`src/rtl/pwm_burst_pkg.sv`:
```
package pwm_burst_pkg;
  localparam int PRE_W   = 8;
  localparam int NUM_W   = 16;
  localparam int POL_BIT = 8;
  localparam int MODE_BIT  = 9;
  localparam int START_BIT = 10;
  localparam int BUSY_BIT  = 11;
  localparam int NUM_LSB   = 16;

  typedef enum logic {MODE_CONT = 1'b0, MODE_BURST = 1'b1} pwm_mode_e;

  typedef struct packed {
    logic [NUM_W-1:0] num;
    pwm_mode_e        mode;
    logic             pol;
    logic [PRE_W-1:0] k;
  } pwm_ctrl_t;
endpackage

```
`src/rtl/pwm_prescaler.sv`:
```
module pwm_prescaler #(
  parameter int PW = 8
) (
  input  logic          clk_i,
  input  logic          rst_ni,
  input  logic          run_i,
  input  logic          clr_i,
  input  logic [PW-1:0] k_i,
  output logic          tick_o
);
  logic [PW-1:0] div_q;

  assign tick_o = run_i && (div_q == k_i);

  always_ff @(posedge clk_i or negedge rst_ni) begin
    if (!rst_ni) div_q <= '0;
    else if (!run_i || clr_i || tick_o) div_q <= '0;
    else div_q <= div_q + 1'b1;
  end

  // consecutive steps are K+1 clocks apart
  assert_tick_gap_R2: assert property (@(posedge clk_i) disable iff (!rst_ni)
    tick_o && (k_i != '0) |=> !tick_o || (k_i == '0));
endmodule

```
`src/rtl/pwm_period_counter.sv`:
```
module pwm_period_counter #(
  parameter int CW = 16
) (
  input  logic          clk_i,
  input  logic          rst_ni,
  input  logic          run_i,
  input  logic          clr_i,
  input  logic          tick_i,
  input  logic          per_we_i,
  input  logic [CW-1:0] total_i,
  input  logic [CW-1:0] active_i,
  output logic [CW-1:0] cnt_o,
  output logic [CW-1:0] duty_o,
  output logic          wrap_o,
  output logic          busy_o
);
  logic [CW-1:0] cnt_q, tot_q, duty_q, tot_sh_q, duty_sh_q;
  logic          busy_q, load;

  assign wrap_o = run_i && tick_i && (cnt_q == tot_q);
  assign load   = !run_i || clr_i || wrap_o;
  assign cnt_o  = cnt_q;
  assign duty_o = duty_q;
  assign busy_o = busy_q;

  always_ff @(posedge clk_i or negedge rst_ni) begin
    if (!rst_ni) begin
      cnt_q     <= '0;
      tot_q     <= '0;
      duty_q    <= '0;
      tot_sh_q  <= '0;
      duty_sh_q <= '0;
      busy_q    <= 1'b0;
    end else begin
      if (load) cnt_q <= '0;
      else if (tick_i) cnt_q <= cnt_q + 1'b1;
      if (per_we_i) begin
        tot_sh_q  <= total_i;
        duty_sh_q <= active_i;
        busy_q    <= 1'b1;
      end else if (load) begin
        busy_q <= 1'b0;
      end
      if (load && busy_q) begin
        tot_q  <= tot_sh_q;
        duty_q <= duty_sh_q;
      end
    end
  end

  assert_cnt_in_frame_R4: assert property (@(posedge clk_i) disable iff (!rst_ni)
    cnt_q <= tot_q);
  assert_busy_set_R8: assert property (@(posedge clk_i) disable iff (!rst_ni)
    per_we_i |=> busy_o);
endmodule

```
`src/rtl/pwm_burst_seq.sv`:
```
module pwm_burst_seq
  import pwm_burst_pkg::*;
#(
  parameter int NW = 16
) (
  input  logic          clk_i,
  input  logic          rst_ni,
  input  logic          en_i,
  input  pwm_mode_e     mode_i,
  input  logic          start_i,
  input  logic [NW-1:0] num_i,
  input  logic          wrap_i,
  output logic          active_o
);
  logic          burst_q;
  logic [NW-1:0] idx_q;

  assign active_o = burst_q;

  always_ff @(posedge clk_i or negedge rst_ni) begin
    if (!rst_ni) begin
      burst_q <= 1'b0;
      idx_q   <= '0;
    end else if (!en_i) begin
      burst_q <= 1'b0;
      idx_q   <= '0;
    end else if (start_i) begin
      burst_q <= 1'b1;
      idx_q   <= '0;
    end else if (burst_q && wrap_i) begin
      if (mode_i == MODE_CONT || idx_q >= num_i) begin
        burst_q <= 1'b0;
        idx_q   <= '0;
      end else begin
        idx_q <= idx_q + 1'b1;
      end
    end
  end

  assert_start_only_R6: assert property (@(posedge clk_i) disable iff (!rst_ni)
    $rose(active_o) |-> $past(start_i));
  assert_burst_end_R6: assert property (@(posedge clk_i) disable iff (!rst_ni)
    active_o && wrap_i && (idx_q >= num_i) |=> !active_o);
  assert_disable_cancel_R10: assert property (@(posedge clk_i) disable iff (!rst_ni)
    !en_i |=> !active_o);
endmodule

```
`src/rtl/pwm_burst_channel.sv`:
```
module pwm_burst_channel
  import pwm_burst_pkg::*;
#(
  parameter int CNT_W = 16
) (
  input  logic             clk_i,
  input  logic             rst_ni,
  input  logic             en_i,
  input  logic             ctrl_we_i,
  input  logic [31:0]      ctrl_wdata_i,
  output logic [31:0]      ctrl_rdata_o,
  input  logic             per_we_i,
  input  logic [CNT_W-1:0] per_total_i,
  input  logic [CNT_W-1:0] per_active_i,
  output logic             pwm_o
);
  pwm_ctrl_t        ctrl_q;
  logic             burst, busy, tick, wrap, run, start_go;
  logic [CNT_W-1:0] cnt, duty;
  logic             unused_wdata;

  assign unused_wdata = ^ctrl_wdata_i[15:11];

  always_ff @(posedge clk_i or negedge rst_ni) begin
    if (!rst_ni) begin
      ctrl_q <= '0;
    end else if (ctrl_we_i) begin
      ctrl_q.k    <= ctrl_wdata_i[PRE_W-1:0];
      ctrl_q.pol  <= ctrl_wdata_i[POL_BIT];
      ctrl_q.mode <= pwm_mode_e'(ctrl_wdata_i[MODE_BIT]);
      ctrl_q.num  <= ctrl_wdata_i[NUM_LSB +: NUM_W];
    end
  end

  // start accepted only in burst mode, enabled and idle
  assign start_go = ctrl_we_i && ctrl_wdata_i[START_BIT] && ctrl_wdata_i[MODE_BIT]
                    && en_i && !burst;
  assign run = en_i && (ctrl_q.mode == MODE_CONT || burst);

  pwm_prescaler #(.PW(PRE_W)) u_pre (
    .clk_i(clk_i), .rst_ni(rst_ni), .run_i(run), .clr_i(start_go),
    .k_i(ctrl_q.k), .tick_o(tick));

  pwm_period_counter #(.CW(CNT_W)) u_cnt (
    .clk_i(clk_i), .rst_ni(rst_ni), .run_i(run), .clr_i(start_go), .tick_i(tick),
    .per_we_i(per_we_i), .total_i(per_total_i), .active_i(per_active_i),
    .cnt_o(cnt), .duty_o(duty), .wrap_o(wrap), .busy_o(busy));

  pwm_burst_seq #(.NW(NUM_W)) u_seq (
    .clk_i(clk_i), .rst_ni(rst_ni), .en_i(en_i), .mode_i(ctrl_q.mode),
    .start_i(start_go), .num_i(ctrl_q.num), .wrap_i(wrap), .active_o(burst));

  assign pwm_o = (run && cnt < duty) ? ctrl_q.pol : ~ctrl_q.pol;

  assign ctrl_rdata_o = {ctrl_q.num, 4'b0000, busy, burst, ctrl_q.mode,
                         ctrl_q.pol, ctrl_q.k};

  assert_zero_duty_idle_R4: assert property (@(posedge clk_i) disable iff (!rst_ni)
    (duty == '0) |-> (pwm_o == ~ctrl_q.pol));
  assert_disabled_idle_R10: assert property (@(posedge clk_i) disable iff (!rst_ni)
    !en_i |-> (pwm_o == ~ctrl_q.pol));
endmodule

```
`config.mk`:
```
export PLATFORM = sky130hd
export DESIGN_NAME = pwm_burst_channel
export DESIGN_NICKNAME = d
export VERILOG_FILES = /design/src/rtl/pwm_burst_pkg.sv /design/src/rtl/pwm_prescaler.sv /design/src/rtl/pwm_period_counter.sv /design/src/rtl/pwm_burst_seq.sv /design/src/rtl/pwm_burst_channel.sv
export SDC_FILE = /design/constraint.sdc
export NUM_CORES = 1
export LEC_CHECK = 0
export ABC_AREA = 1
export BUFFER_PORTS_ARGS = -buffer_cell sky130_fd_sc_hd__buf_2
export CORE_MARGIN = 3
export CORE_UTILIZATION = 30
export CTS_CLUSTER_DIAMETER = 30
export DETAILED_ROUTE_END_ITERATION = 8
export GPL_TIMING_DRIVEN = 0
export PLACE_DENSITY = 0.45
export SLEW_MARGIN = 20
export SYNTH_ARGS = -nofsm -noshare
export SYNTH_HDL_FRONTEND = slang
export SYNTH_SLANG_ARGS = --single-unit
```
`constraint.sdc`:
```
create_clock -name clk_i -period 2.9 [get_ports clk_i]
set_input_delay 0.145 -clock clk_i [delete_from_list [all_inputs] [get_ports clk_i]]
set_output_delay 0.145 -clock clk_i [all_outputs]
set_load 0.01 [all_outputs]
```
==> impl_results.md, run 1 <==
- IR drop worst, VDD: 0.316 mV
- Max Clock Skew: 0.0105 ns
- Core Area: 22800 um2
- Synth Instances: 840
- Most common flop cell mapped by yosys: dfrtp_1
- Starting Density: 30.8%
- Die width: 159 um
- Syn_area_per_cell: 8.34 um2
- # clock sinks: 132
- Worst hold path type: input port to register
- Die height: 159 um
- Final hold slack: 0.0443 ns
- Worst Min Path Start: en_i
- Slew @ Worst Pin: 0.542 ns
- Fmax: 0.413 GHz
- Final Max Slew Viols: 0
- Clk root buf: clkbuf_16
- Placed instance area: 7890 um2
- Max-cap viol count: 0
- Status: completed
- Clk_lat worst skew: 0.42 ns
- Final instance area: 9100 um2
- P&R area growth vs syn: 29.8%
- Vias: 5838
- Fin. Hold Viols: 0
- Pwr Density: 561 nW/um2
- WS Path Type: register to output pin
- Initial antenna violation count: 0
- Final cell count without fillers: 1337
- Pre-CTS setup slack: 0.670 ns
- RR Startpoint: u_seq.idx_q[10]
- FF+latch count, synth: 132
- Critical path peak fanout: 6
- PortBufs: 89
- Dpl hpwl: 12700 um
- Final core occ: 39.9%
- Final setup vio count: 0
- Number of synthesized flops with an enable pin: 0
- Cells after DPL: 1246
- Async S/R FF share, synth: 100%
- DRC Markers: 0
- CTS Buf Count: 17
- Worst Setup SP: u_cnt.cnt_o[3]
- Antenna-violating nets left: 0
- Slew headroom: 63.9%
- Minimum setup slack in the final design: 0.478 ns
- Routability cong.: 0.811
- Synth warn: 0
- Setup crit end kind: output pin
- Minimum clock period: 2.42 ns
- Synth area leaders: dfrtp_1 (47%), nand2_1 (13%), ha_1 (6.1%)
- RSZ-0062 raised after global routing: no
- DR iter-0 viols: 313
- GRT Util Overall: 14.7%
- Vias in the first global route: 5964
- Startpoint types: register
- Pin count of the biggest net entering global routing: 79
- Sequential area share after synthesis: 47.1%
- DR WL/cell: 13.3 um
- Critical path required time: 2.76 ns
- N_diodes: 0
- Share of layout cells above drive strength 1: 17.4%
- CTS clk-pin slew, worst paths: 0.06 ns
- Yosys top cell area share: 47.1%
- Final net count: 1114
- First-pass GRT wire length: 30400 um
- Critical Path AT: 2.28 ns
- CTS tree: done
- Post-synth top area cell: dfrtp_1
- Post-route clock period utilization: 83.5%
- Leakage power: 0.00459 uW
- Fill count: 2318
- IO Pins: 102
- H-tree lvl count: 4
- Site Rows: 55
- Synth Cell Area: 7010 um2
- GRT overflow: 0
- Post-DR vias/cell: 4.37
- Die footprint: 25200 um2
- Clock tree buffer depth: 2
- WL final: 17800 um
- 1st-pass router iterations: 6
- Netlist cell types: 36
[final timing paths]
| kind | endpoint | slack, ns | cells after the start |
|---|---|---|---|
| setup / recovery | pwm_o | 0.48 | 8 |
| hold / removal | u_seq.idx_q[3] | 0.04 | 3 |
| setup reg to reg | u_seq.idx_q[7] | 0.65 | 11 |
| hold reg to reg | u_cnt.duty_sh_q[6] | 0.47 | 2 |
| max in group asynchronous | u_cnt.duty_o[10] | 1.93 | 3 |
| min in group asynchronous | ctrl_rdata_o[4] | 0.22 | 2 |
[state kept, by name, indices dropped and copies added, names as in the netlist]
signal	flops
u_cnt.tot_q	16
u_cnt.busy_o	1
u_seq.idx_q	16
ctrl_rdata_o	26
u_pre.div_q	8
u_seq.active_o	1
u_cnt.duty_sh_q	16
u_cnt.tot_sh_q	16
u_cnt.duty_o	16
u_cnt.cnt_o	16
[cell type report]
cell class	instances	area, um2	share of cell area (%)
Buffer	37	209	2.30
Clock buffer	18	439	4.83
Clock inverter	14	174	1.91
Inverter	83	312	3.42
Multi-Input combinational cell	591	3200	35.1
Sequential cell	132	3300	36.3
Tap cell	313	392	4.30
Timing Repair Buffer	149	1070	11.8
[metal layers]
metal | global-route usage [%] | vias up | part of all wire (%)
met2 | 23.7 | 111 | 44
met5 | 0 | - | 0
li1 | - | 3032 | -
met4 | 3.50 | 0 | 1.0
met1 | 19.9 | 2683 | 51
met3 | 3.70 | 12 | 3.5
[power breakdown]
group / leakage, uW / switching (uW) / internal (uW) / total [uW]
registers: 0.00167 / 96.5 / 2010 / 2100
logic: 0.00263 / 422 / 308 / 731
clock network: 0.000290 / 889 / 1380 / 2270
total: 0.00459 / 1410 / 3700 / 5110
[critical path, stage by stage, from the launching register on]
cell	delay, ns
dfrtp_1	0.48
ha_1	0.34
nand2_1	0.06
o21a_1	0.18
o21ai_0	0.25
nand2_1	0.09
nand2_1	0.09
xor2_1	0.20
buf_2	0.17
[placed cells by master, fill, tap and decap left out, types with 3 or more instances in the layout]
cell             n
buf_4           10
nor2_1          83
conb_1           4
nor2_2           3
inv_1           79
xor2_1          42
clkinvlp_4       4
xnor2_1          3
nand3b_1         3
nor3_1           9
inv_2            4
a21oi_2         14
a21oi_1         17
inv_6            4
mux2_2           8
dfrtp_1        132
clkbuf_16       17
dlygate4sd3_1   59
o21ai_0         53
nand2_1        242
buf_2           96
nand4_1         28
buf_6            3
bufinv_16        3
ha_1            34
nand3_1         31
clkbuf_1        15
[repair_timing]
item / in CTS / in global routing
endpoints found under the hold margin: 112 / 0
hold buffers: 59 / 0
resized for setup: 0 / 0
buffers inserted: 0 / 0
[cell families (layout without fill, tap and decap cells)]
kind of cell | after synthesis | in the layout | synth area share, %
fa+ha+maj | 34 | 34 | 6.07
other cells | 1 | 4 | 0.0535
simple gates | 409 | 409 | 24.9
buf+inv | 120 | 301 | 7.43
compound gates | 91 | 91 | 7.46
xor+xnor | 45 | 45 | 5.62
flops | 132 | 132 | 47.1
mux | 8 | 8 | 1.29
[synth_stat cells (all sizes together) (2+ instances only)]
cell and n:
a21oi 31, and3 2, buf 22, clkbuf 15
dfrtp 132, ha 34, inv 83, mux2 8
nand2 244, nand3 33, nand3b 3, nand4 28
nor2 87, nor3 9, nor3b 2, o21ai 54
xnor2 3, xor2 42
[metrics by stage]
step | power, uW | setup TNS (ns)
after floorplan | 2550 | 0
after global routing | 5380 | 0
after detailed placement | 2820 | 0
after CTS | 5180 | 0
after global placement | 2810 | -42.90
final | 5110 | 0
Note: power is estimated with default switching activity, not from simulation.
==> run 2, diff against run 1 <==
clock period = 2.4 ns   (was 2.9 ns; I/O delays follow)
==> run 2 against run 1 <==
Via count up 0.50%. Sequential share of layout area down 0.13 points. Critical path depth up 1. Die area unchanged. Non-clock buffer count up 3. Register-to-register slack worse by 0.41 ns. Count of clock-buffer cells in the layout unchanged. Flip-flop and latch count unchanged. Global-route usage about the same. Critical path type unchanged. Design area up 0.43%.
==> impl_results.md, run 2 (synthesis gave the netlist of run 1 again) <==
- CTS clk-pin slew, worst paths: 0.06 ns
- GRT overflow: 0
- First-pass GRT wire length: 30400 um
- GRT Util Overall: 14.7%
- Max reg flops: 26
- Total power: 6170 uW
- Clock tree buffer depth: 2
- Critical path peak fanout: 6
- Vias: 5867
- Commonest cells after routing, fill and taps aside: nand2_1 (242), dfrtp_1 (130), buf_2 (96)
- CTS Buf Count: 17
- Setup crit end kind: output pin
- Final instance area: 9140 um2
- Status: completed
- Vias in the first global route: 5971
- # clock sinks: 132
- Worst R2R Path Depth: 10
- Startpoint types: register
- Dpl hpwl: 12700 um
- DR iter-0 viols: 306
- Largest delay share family, worst path: flip-flops
- Fmax: 0.432 GHz
- Clk_lat worst skew: 0.42 ns
- Commonest non-fill, non-tap cell in the layout: nand2_1
- Critical Path AT: 2.20 ns
- Leakage power: 0.00460 uW
- DR WL/cell: 13.3 um
- Die width: 159 um
- Sum of buffers and inverters on the critical path: 1
- Worst hold path stage count: 3
- RSZ-0062 raised after global routing: yes
- Worst hold path type: input port to register
- Final net count: 1117
- Final setup vio count: 0
- Slew headroom: 63.8%
- Slowest CP cell: dfrtp_1
- WS Path Type: register to output pin
- Antenna-violating nets left: 0
- Max Clock Skew: 0.0108 ns
- H-tree lvl count: 4
- N_diodes: 0
- Fill count: 2318
- Site Rows: 55
- Fin. Hold Viols: 0
- Max stage delay on crit path: 0.49 ns
- P&R area growth vs syn: 30.4%
- Critical path required time: 2.28 ns
- CTS tree: done
- Pin count of the biggest net entering global routing: 79
- PortBufs: 89
- Final core occ: 40.1%
- Slew @ Worst Pin: 0.543 ns
- Share of layout cells above drive strength 1: 18.1%
- IO Pins: 102
- Post-DR vias/cell: 4.38
- Starting Density: 30.8%
- Minimum clock period: 2.32 ns
- 1st-pass router iterations: 6
- Die height: 159 um
- Max-cap viol count: 0
- Die footprint: 25200 um2
- Most frequent CP cell: nand2_1
- Placed instance area: 7890 um2
- Post-route clock period utilization: 96.5%
- Final Max Slew Viols: 0
- Pwr Density: 675 nW/um2
- Initial antenna violation count: 0
- Clk root buf: clkbuf_16
- CP Depth: 9
- IR drop worst, VDD: 0.381 mV
- WL final: 17800 um
- Critical path cell sequence: ha_1 > nand2_1 > nor2_1 > a211oi_2 > o21ai_1 > nand2_1 > nand2_1 > xor2_2 > buf_2
- DRC Markers: 0
- Core Area: 22800 um2
- Routability cong.: 0.811
==> run 2: changes by cell type in the layout (fill, tap and decap cells not counted), sizes merged <==
cell and change:
buf +3
==> run 2: worst paths after layout <==
path | slack, ns | from | endpoint
min | 0.02 | en_i | u_seq.idx_q[3]
max reg2reg | 0.24 | u_cnt.cnt_o[4] | u_cnt.duty_o[15]
max | 0.08 | u_cnt.cnt_o[7] | pwm_o
min in group asynchronous | 0.20 | rst_ni | ctrl_rdata_o[4]
max in group asynchronous | 1.45 | rst_ni | u_cnt.duty_o[10]
min reg2reg | 0.47 | u_cnt.duty_sh_q[6] | u_cnt.duty_sh_q[6]
==> run 2: stage by stage <==
step                std cells  setup slack, ns  hold WS [ns]  TNS [ns]
floorplan                 843            0.545        -0.176         0
global placement         1245           -0.813         0.323   -105.60
detailed placement       1246            0.170        0.0767         0
CTS                      1337          0.00472       0.00293         0
global route             1340          -0.0572        0.0198   -0.0572
finish                   1340           0.0847        0.0201         0
==> run 2: repair_timing <==
item                       CTS  global route
pin swaps                    0             1
cloned                       0             0
gates resized for setup      2             5
hold buffers                59             0
hold endpoints to repair   112             0
setup buffers                0             3
setup endpoints to repair    1            11
==> run 2: tightest hold or removal path, cell delays in order <==
cell and delay, ns:
buf_4 0.15, nand4_1 0.09, nand2_1 0.04
==> run 2: cell type report <==
class / instances / area, um2 / area share (%)
plain buffers: 37 / 210 / 2.30
clock buffers: 18 / 439 / 4.81
clock inverters: 14 / 174 / 1.90
inverters: 83 / 312 / 3.41
multi-input cells: 591 / 3210 / 35.1
flip-flops and latches: 132 / 3310 / 36.2
well taps: 313 / 392 / 4.29
repair buffers: 152 / 1100 / 12.0
==> run 2: per-layer routing <==
metal	track usage (%)	vias to the layer above	share of wire [%]
met4	3.50	0	1.0
met5	0	-	0
li1	-	3035	-
met3	3.70	12	4.0
met1	19.9	2703	51
met2	23.7	117	44
==> run 2: power breakdown <==
group / internal, uW / switching, uW
clock network: 1670 / 1070
logic: 374 / 512
registers: 2420 / 117
